**src/rtl/psc_pkg.sv**
```systemverilog
package psc_pkg;

  localparam logic [1:0] LVL_USER  = 2'd0;
  localparam logic [1:0] LVL_SUPER = 2'd1;
  localparam logic [1:0] LVL_RSVD  = 2'd2;
  localparam logic [1:0] LVL_MACH  = 2'd3;

  localparam logic [4:0] XM_BARE = 5'd0;
  localparam logic [4:0] XM_PG32 = 5'd8;
  localparam logic [4:0] XM_PG39 = 5'd9;
  localparam logic [4:0] XM_PG48 = 5'd10;

  localparam logic [11:0] ADDR_STAT  = 12'h300;
  localparam logic [11:0] ADDR_EPC   = 12'h341;
  localparam logic [11:0] ADDR_CAUSE = 12'h342;

  localparam int LEVELS    = 3;
  localparam int VEC_SHIFT = 6;
  localparam int RESET_OFS = 'h100;

  // stack entries: lvl[k] privilege, en[k] interrupt enable, entry 0 is live
  typedef struct packed {
    logic [4:0]              xmode;
    logic [1:0]              xst;
    logic [1:0]              fst;
    logic                    mprv;
    logic [LEVELS-1:0]       en;
    logic [LEVELS-1:0][1:0]  lvl;
  } stat_t;

  localparam int STAT_BITS = $bits(stat_t);

  function automatic logic lvl_ok(input logic [1:0] l);
    return l != LVL_RSVD;
  endfunction

endpackage

```
**src/rtl/psc_wr_filter.sv**
```systemverilog
module psc_wr_filter
  import psc_pkg::*;
#(
  parameter int XLEN = 64
) (
  input  stat_t            cur_i,
  input  logic [XLEN-1:0]  wdata_i,
  output stat_t            nxt_o
);

  stat_t req;
  logic  xm_ok;
  logic  unused_hi;

  assign req       = stat_t'(wdata_i[STAT_BITS-1:0]);
  assign unused_hi = ^wdata_i[XLEN-1:STAT_BITS];

  generate
    if (XLEN == 64) begin : g_xm64
      assign xm_ok = (req.xmode == XM_BARE) || (req.xmode == XM_PG39) ||
                     (req.xmode == XM_PG48);
    end else begin : g_xm32
      assign xm_ok = (req.xmode == XM_BARE) || (req.xmode == XM_PG32);
    end
  endgenerate

  always_comb begin
    nxt_o = req;
    for (int k = 0; k < LEVELS; k++) begin
      if (!lvl_ok(req.lvl[k])) nxt_o.lvl[k] = cur_i.lvl[k];
    end
    if (!xm_ok) nxt_o.xmode = cur_i.xmode;
  end

endmodule

```
**src/rtl/psc_stack.sv**
```systemverilog
module psc_stack
  import psc_pkg::*;
(
  input  logic  clk,
  input  logic  rst_n,
  input  logic  push_i,
  input  logic  pop_i,
  input  logic  load_i,
  input  stat_t load_val_i,
  output stat_t q_o
);

  localparam stat_t STAT_RST = '{xmode: XM_BARE, xst: 2'd0, fst: 2'd0, mprv: 1'b0,
                                 en: '0, lvl: {LVL_SUPER, LVL_SUPER, LVL_MACH}};

  always_ff @(posedge clk or negedge rst_n) begin
    if (!rst_n) begin
      q_o <= STAT_RST;
    end else if (push_i) begin
      q_o.lvl  <= {q_o.lvl[1], q_o.lvl[0], LVL_MACH};
      q_o.en   <= {q_o.en[1], q_o.en[0], 1'b0};
      q_o.mprv <= 1'b0;
    end else if (pop_i) begin
      q_o.lvl <= {LVL_USER, q_o.lvl[2], q_o.lvl[1]};
      q_o.en  <= {1'b1, q_o.en[2], q_o.en[1]};
    end else if (load_i) begin
      q_o <= load_val_i;
    end
  end

endmodule

```
**src/rtl/psc_vector.sv**
```systemverilog
module psc_vector
  import psc_pkg::*;
#(
  parameter int          XLEN      = 64,
  parameter logic [63:0] TVEC_BASE = 64'h2000
) (
  input  logic            clk,
  input  logic            rst_n,
  input  logic            trap_i,
  input  logic            ret_i,
  input  logic [1:0]      lvl_i,
  input  logic [XLEN-1:0] epc_i,
  output logic [XLEN-1:0] pc_o,
  output logic            redirect_o
);

  localparam logic [XLEN-1:0] BASE_V = TVEC_BASE[XLEN-1:0];
  localparam logic [XLEN-1:0] RST_PC = BASE_V + XLEN'(RESET_OFS);

  always_ff @(posedge clk or negedge rst_n) begin
    if (!rst_n) begin
      pc_o       <= RST_PC;
      redirect_o <= 1'b0;
    end else begin
      redirect_o <= trap_i | ret_i;
      if (trap_i)     pc_o <= BASE_V + (XLEN'(lvl_i) << VEC_SHIFT);
      else if (ret_i) pc_o <= epc_i;
    end
  end

endmodule

```
**src/rtl/psc_csr_regs.sv**
```systemverilog
module psc_csr_regs
  import psc_pkg::*;
#(
  parameter int XLEN = 64
) (
  input  logic            clk,
  input  logic            rst_n,
  input  logic            trap_i,
  input  logic [XLEN-1:0] cause_i,
  input  logic [XLEN-1:0] epc_i,
  input  logic            acc_en_i,
  input  logic            acc_we_i,
  input  logic            blocked_i,
  input  logic [11:0]     addr_i,
  input  logic [XLEN-1:0] wdata_i,
  input  logic [XLEN-1:0] status_i,
  output logic [XLEN-1:0] rdata_o,
  output logic            illegal_o,
  output logic            stat_wr_o,
  output logic [XLEN-1:0] epc_o
);

  logic            hit_stat, hit_epc, hit_cause, wr_ok;
  logic [XLEN-1:0] cause_q;

  assign hit_stat  = addr_i == ADDR_STAT;
  assign hit_epc   = addr_i == ADDR_EPC;
  assign hit_cause = addr_i == ADDR_CAUSE;
  assign illegal_o = acc_en_i & ~(hit_stat | hit_epc | hit_cause);
  assign wr_ok     = acc_en_i & acc_we_i & ~blocked_i;
  assign stat_wr_o = wr_ok & hit_stat;

  always_ff @(posedge clk or negedge rst_n) begin
    if (!rst_n) begin
      epc_o   <= '0;
      cause_q <= '0;
    end else if (trap_i) begin
      epc_o   <= epc_i;
      cause_q <= cause_i;
    end else if (wr_ok && hit_epc) begin
      epc_o <= wdata_i;
    end else if (wr_ok && hit_cause) begin
      cause_q <= wdata_i;
    end
  end

  always_comb begin
    rdata_o = '0;
    if (hit_stat)       rdata_o = status_i;
    else if (hit_epc)   rdata_o = epc_o;
    else if (hit_cause) rdata_o = cause_q;
  end

endmodule

```
**src/rtl/priv_trap_ctrl.sv**
```systemverilog
module priv_trap_ctrl
  import psc_pkg::*;
#(
  parameter int          XLEN      = 64,
  parameter logic [63:0] TVEC_BASE = 64'h2000
) (
  input  logic            clk,
  input  logic            rst_n,
  input  logic            trap_i,
  input  logic [XLEN-1:0] trap_cause_i,
  input  logic [XLEN-1:0] trap_epc_i,
  input  logic            ret_i,
  input  logic            csr_en_i,
  input  logic            csr_we_i,
  input  logic [11:0]     csr_addr_i,
  input  logic [XLEN-1:0] csr_wdata_i,
  output logic [XLEN-1:0] csr_rdata_o,
  output logic            csr_illegal_o,
  output logic [XLEN-1:0] pc_o,
  output logic            redirect_o,
  output logic [1:0]      priv_o,
  output logic            ie_o,
  output logic [XLEN-1:0] status_o
);

  localparam int PAD_BITS = XLEN - 1 - STAT_BITS;

  stat_t           stat_q, stat_nxt;
  logic            stat_wr, sd, blocked;
  logic [XLEN-1:0] epc_q;

  assign blocked  = trap_i | ret_i;
  assign sd       = (stat_q.fst == 2'b11) || (stat_q.xst == 2'b11);
  assign status_o = {sd, {PAD_BITS{1'b0}}, stat_q};
  assign priv_o   = stat_q.lvl[0];
  assign ie_o     = stat_q.en[0];

  psc_csr_regs #(.XLEN(XLEN)) u_regs (
    .clk       (clk),
    .rst_n     (rst_n),
    .trap_i    (trap_i),
    .cause_i   (trap_cause_i),
    .epc_i     (trap_epc_i),
    .acc_en_i  (csr_en_i),
    .acc_we_i  (csr_we_i),
    .blocked_i (blocked),
    .addr_i    (csr_addr_i),
    .wdata_i   (csr_wdata_i),
    .status_i  (status_o),
    .rdata_o   (csr_rdata_o),
    .illegal_o (csr_illegal_o),
    .stat_wr_o (stat_wr),
    .epc_o     (epc_q)
  );

  psc_wr_filter #(.XLEN(XLEN)) u_filter (
    .cur_i   (stat_q),
    .wdata_i (csr_wdata_i),
    .nxt_o   (stat_nxt)
  );

  psc_stack u_stack (
    .clk        (clk),
    .rst_n      (rst_n),
    .push_i     (trap_i),
    .pop_i      (ret_i & ~trap_i),
    .load_i     (stat_wr),
    .load_val_i (stat_nxt),
    .q_o        (stat_q)
  );

  psc_vector #(.XLEN(XLEN), .TVEC_BASE(TVEC_BASE)) u_vector (
    .clk        (clk),
    .rst_n      (rst_n),
    .trap_i     (trap_i),
    .ret_i      (ret_i),
    .lvl_i      (stat_q.lvl[0]),
    .epc_i      (epc_q),
    .pc_o       (pc_o),
    .redirect_o (redirect_o)
  );

endmodule

```
**config.mk**
```make
export PLATFORM = sky130hd
export DESIGN_NAME = priv_trap_ctrl
export DESIGN_NICKNAME = d
export VERILOG_FILES = /design/src/rtl/psc_pkg.sv /design/src/rtl/psc_wr_filter.sv /design/src/rtl/psc_stack.sv /design/src/rtl/psc_vector.sv /design/src/rtl/psc_csr_regs.sv /design/src/rtl/priv_trap_ctrl.sv
export SDC_FILE = /design/constraint.sdc
export NUM_CORES = 1
export LEC_CHECK = 0
export BUFFER_PORTS_ARGS = -buffer_cell sky130_fd_sc_hd__clkbuf_2
export CORE_MARGIN = 2
export CORE_UTILIZATION = 45
export CTS_CLUSTER_DIAMETER = 120
export DETAILED_ROUTE_END_ITERATION = 7
export MAX_ROUTING_LAYER = met4
export PLACE_DENSITY_LB_ADDON = 0.25
export SYNTH_ARGS = -nofsm -noshare
export SYNTH_HDL_FRONTEND = slang
export SYNTH_HIERARCHICAL = 1
export SYNTH_SLANG_ARGS = --single-unit
```
**constraint.sdc**
```tcl
create_clock -name clk -period 1.85 [get_ports clk]
set_input_delay 0.0925 -clock clk [delete_from_list [all_inputs] [get_ports clk]]
set_output_delay 0.0925 -clock clk [all_outputs]
set_load 0.005 [all_outputs]
```
==> flow_metrics.py <==
metrics = {
    "status": {
        "status": "complete, but fails checks",
        "violations": "DRC, hold timing, setup timing",
    },
    "routing": {
        "post_drt_wl_per_cell_um": 19.5,
        "drt-vias-per-instance": 5.42,
        "first_iter_violations": 1159,
        "drc_errors": 12,
        "vias": 11013,
        "drtPass1Iterations": 8,
        "antenna_left": 0,
        "wl_um": 39700,
    },
    "timing": {
        "timing.final.ws_setup_ps": -185,
        "max_freq_mhz": 491,
        "finalSetupTns_ps": -6920,
        "slew_violations": 0,
        "tightest_slew_ps": 777,
        "hold_viol_final": 2,
        "finalWorstPathRequiredPeriod_ps": 2030,
        "rsz0062_at_grt": "yes",
        "relSlewSlack": 0.482,
        "period_share": 1.10,
        "fin_hold_ws_ps": -19.7,
        "skew_ps": 23.1,
        "setup_violations": 63,
    },
    "worst_setup_path": {
        "crit_fanout": 17,
        "arrival_ps": 1940,
        "worstSetupPathType": "in -> out",
        "startpoint_type": "input port",
        "r2r_end": "u_regs/cause_q[11]$_DFFE_PN0P_",
        "r2r_start": "u_regs/cause_q[11]$_DFFE_PN0P_",
        "required_ps": 1760,
        "reg2reg_depth": 3,
        "reg2reg_setup_slack_ps": 500,
        "end_kind": "primary output",
    },
    "floorplan": {
        "core_mm2": 0.0244,
        "die-width_um": 162,
        "std_cell_rows": 57,
        "pin_count": 407,
        "start_util": 0.460,
        "die_h_um": 162,
        "dieArea_mm2": 0.0262,
    },
    "logic_synthesis": {
        "synth_compound_area_frac": 0.135,
        "synth_top_area_cell": "dfrtp_1",
        "syn_inst": 1083,
        "syn_area_mm2": 0.0112,
        "avgSynthCellArea_um2": 10.4,
        "synthFlopType": "dfrtp_1",
        "synth_cell_types": 50,
        "yosysSeqAreaShare": 0.473,
        "synthAdderAreaFrac": 0,
        "synthArstFlopShare": 1.00,
        "synth-xor-area-share": 0.00234,
        "synth_area_leaders": "dfrtp_1 46%, mux2i_1 18%, a222oi_1 5.7%, o21ai_1 5.5%, nand2_1 4.5%",
        "synth_top_family_by_area": "multiplexers",
        "synth_top_area_share": 0.459,
        "synth_edf_count": 0,
        "synthSimpleGateAreaFrac": 0.0897,
        "synthMuxAreaShare": 0.189,
        "yosys_warnings": 6,
        "ys_ff_latch": 212,
    },
    "global_route": {
        "grt_max_degree": 176,
        "grt_pass1_vias": 11225,
        "grt_pass1_wl_um": 58200,
        "antenna_found_initial": 1,
        "grt_remaining_overflow": 0,
        "track_usage": 0.285,
    },
    "min_path": {
        "hold_path_class": "in -> reg",
        "holdPathEnd": "u_regs/cause_q[18]$_DFFE_PN0P_",
        "hold_path_depth": 3,
        "min_from": "csr_wdata_i[18]",
    },
    "clocking": {
        "h-tree-depth": 1,
        "clockBufferDepth": 3,
        "cts_tree": "yes",
        "numClockSinks": 212,
        "clkTransAtPathRegs_ps": 60,
        "numCtsBuffers": 24,
        "clock-root-buffer": "clkbuf_16",
        "clock_latency_ps": 520,
    },
    "power_and_ir_drop": {
        "ir_drop_mv": 0.839,
        "p_leak_nw": 9.52,
        "pwr_density_cell_mw_per_mm2": 691,
    },
    "layout": {
        "drive_gt1_frac": 0.303,
        "final_nets": 1902,
        "area_growth_pct": 48.5,
    },
    "placed_design": {
        "dp_hpwl_um": 22500,
        "place.gp.congestion": 0.870,
        "io_buffer_count": 362,
        "dpl_worst_slack_ps": -255,
    },
    "job": {
        "drv_cap": 0,
    },
}
[through the flow]
step / hold slack, ps / instances / total power [mW] / instance area, um^2 / utilization
3_3_place_gp: 89.8 / 1759 / 6.60 / 13300 / 0.547
5_1_grt: 26.2 / 2032 / 12.0 / 16700 / 0.683
3_5_place_dp: 95.2 / 1759 / 6.65 / 13300 / 0.547
2_1_floorplan: -203 / 1170 / 6.04 / 11600 / -
4_1_cts: 2.14 / 2057 / 11.7 / 16700 / 0.685
6_report: -19.7 / 2032 / 11.5 / 16700 / 0.683
[critical path: stages]
cell	delay [ps]
buf_6	90
or4b_4	530
buf_6	150
nor4_4	350
buf_6	180
buf_12	160
a222oi_1	120
inv_1	120
clkbuf_2	130
[report_power, final]
group	internal, mW	total, mW	switching [mW]
Clock	2.67	4.53	1.86
Combinational	0.867	1.72	0.848
Sequential	5.00	5.27	0.272
Total	8.53	11.5	2.98
[worst max path at each step]
stage | start | endpoint | slack, ps
global route | csr_addr_i[7] | csr_rdata_o[13] | -220
floorplan | csr_addr_i[5] | u_stack/q_o[10]$_DFFE_PN0P_ | -520
finish | csr_addr_i[7] | csr_rdata_o[58] | -180
detailed placement | csr_addr_i[5] | u_stack/q_o[7]$_DFFE_PN0P_ | -260
global placement | csr_addr_i[5] | u_stack/q_o[7]$_DFFE_PN0P_ | -220
CTS | csr_addr_i[7] | csr_rdata_o[43] | -140
[synth_stat cells (all sizes together), types with 2 or more instances]
library cell,count
o22ai,2
nor3,2
o21ai,135
nor2,68
mux2,12
nor4,3
or2,2
dfstp,6
a21o,3
buf,105
nand2,134
nand3b,2
a21oi,7
inv,67
o31ai,2
dfrtp,206
nor2b,4
a22o,3
a222oi,64
nand4bb,2
o21a,3
mux2i,199
clkbuf,32
xor2,2
[sequential cells by signal, summed over array words and instances, names as in the netlist]
| signal | count |
|---|---|
| u_vector/redirect_o | 1 |
| u_regs/cause_q | 64 |
| u_regs/epc_o | 64 |
| u_vector/pc_o | 64 |
| u_stack/q_o | 19 |
[metal layers]
layer / vias up / GRT usage / part of all wire
li1: 4899 / - / -
met3: 129 / 0.0472 / 0.091
met1: 5300 / 0.350 / 0.40
met4: 0 / 0.134 / 0.041
met2: 685 / 0.465 / 0.47
met5: - / - / 0
[cells by family (layout without fill, tap and decap cells)]
family                 Yosys count  after routing
XOR/XNOR                         3              3
flip-flops                     212            212
multiplexers                   211            211
other                            1             89
AO/OA/AOI/OAI                  226            226
AND/OR/NAND/NOR                226            226
buffers and inverters          204            741
[cells in the final DEF, fill, tap and decap left out, types with 4 or more instances in the layout]
cell	instances
buf_12	21
clkbuf_8	6
clkbuf_2	330
nand2_1	134
buf_4	43
o21ai_1	124
buf_2	27
mux2i_1	187
a222oi_1	64
dfrtp_1	206
buf_6	7
clkbuf_16	35
mux2_2	11
mux2i_2	12
clkbuf_1	8
dfstp_2	6
o21ai_0	11
nor2_1	67
a21oi_1	7
nor2b_1	4
dlygate4sd3_1	189
inv_1	67
conb_1	88
[area by class of cell]
cell class	count	area [um^2]
repair buffers	633	4850
inverters	67	251
diodes	1	2.50
multi-input cells	754	5100
clock inverters	3	18.8
well taps	324	405
flip-flops and latches	212	5310
fillers	1747	7720
clock buffers	38	724
[repair_timing]
action,in CTS,in global routing
resized for setup,12,48
hold buffers,255,34
endpoints found under the hold margin,221,63
pin swaps,3,4
gates cloned,1,11
setup endpoints to repair,64,164
buffers inserted,1,28
Power figures use the tool's default switching activity.
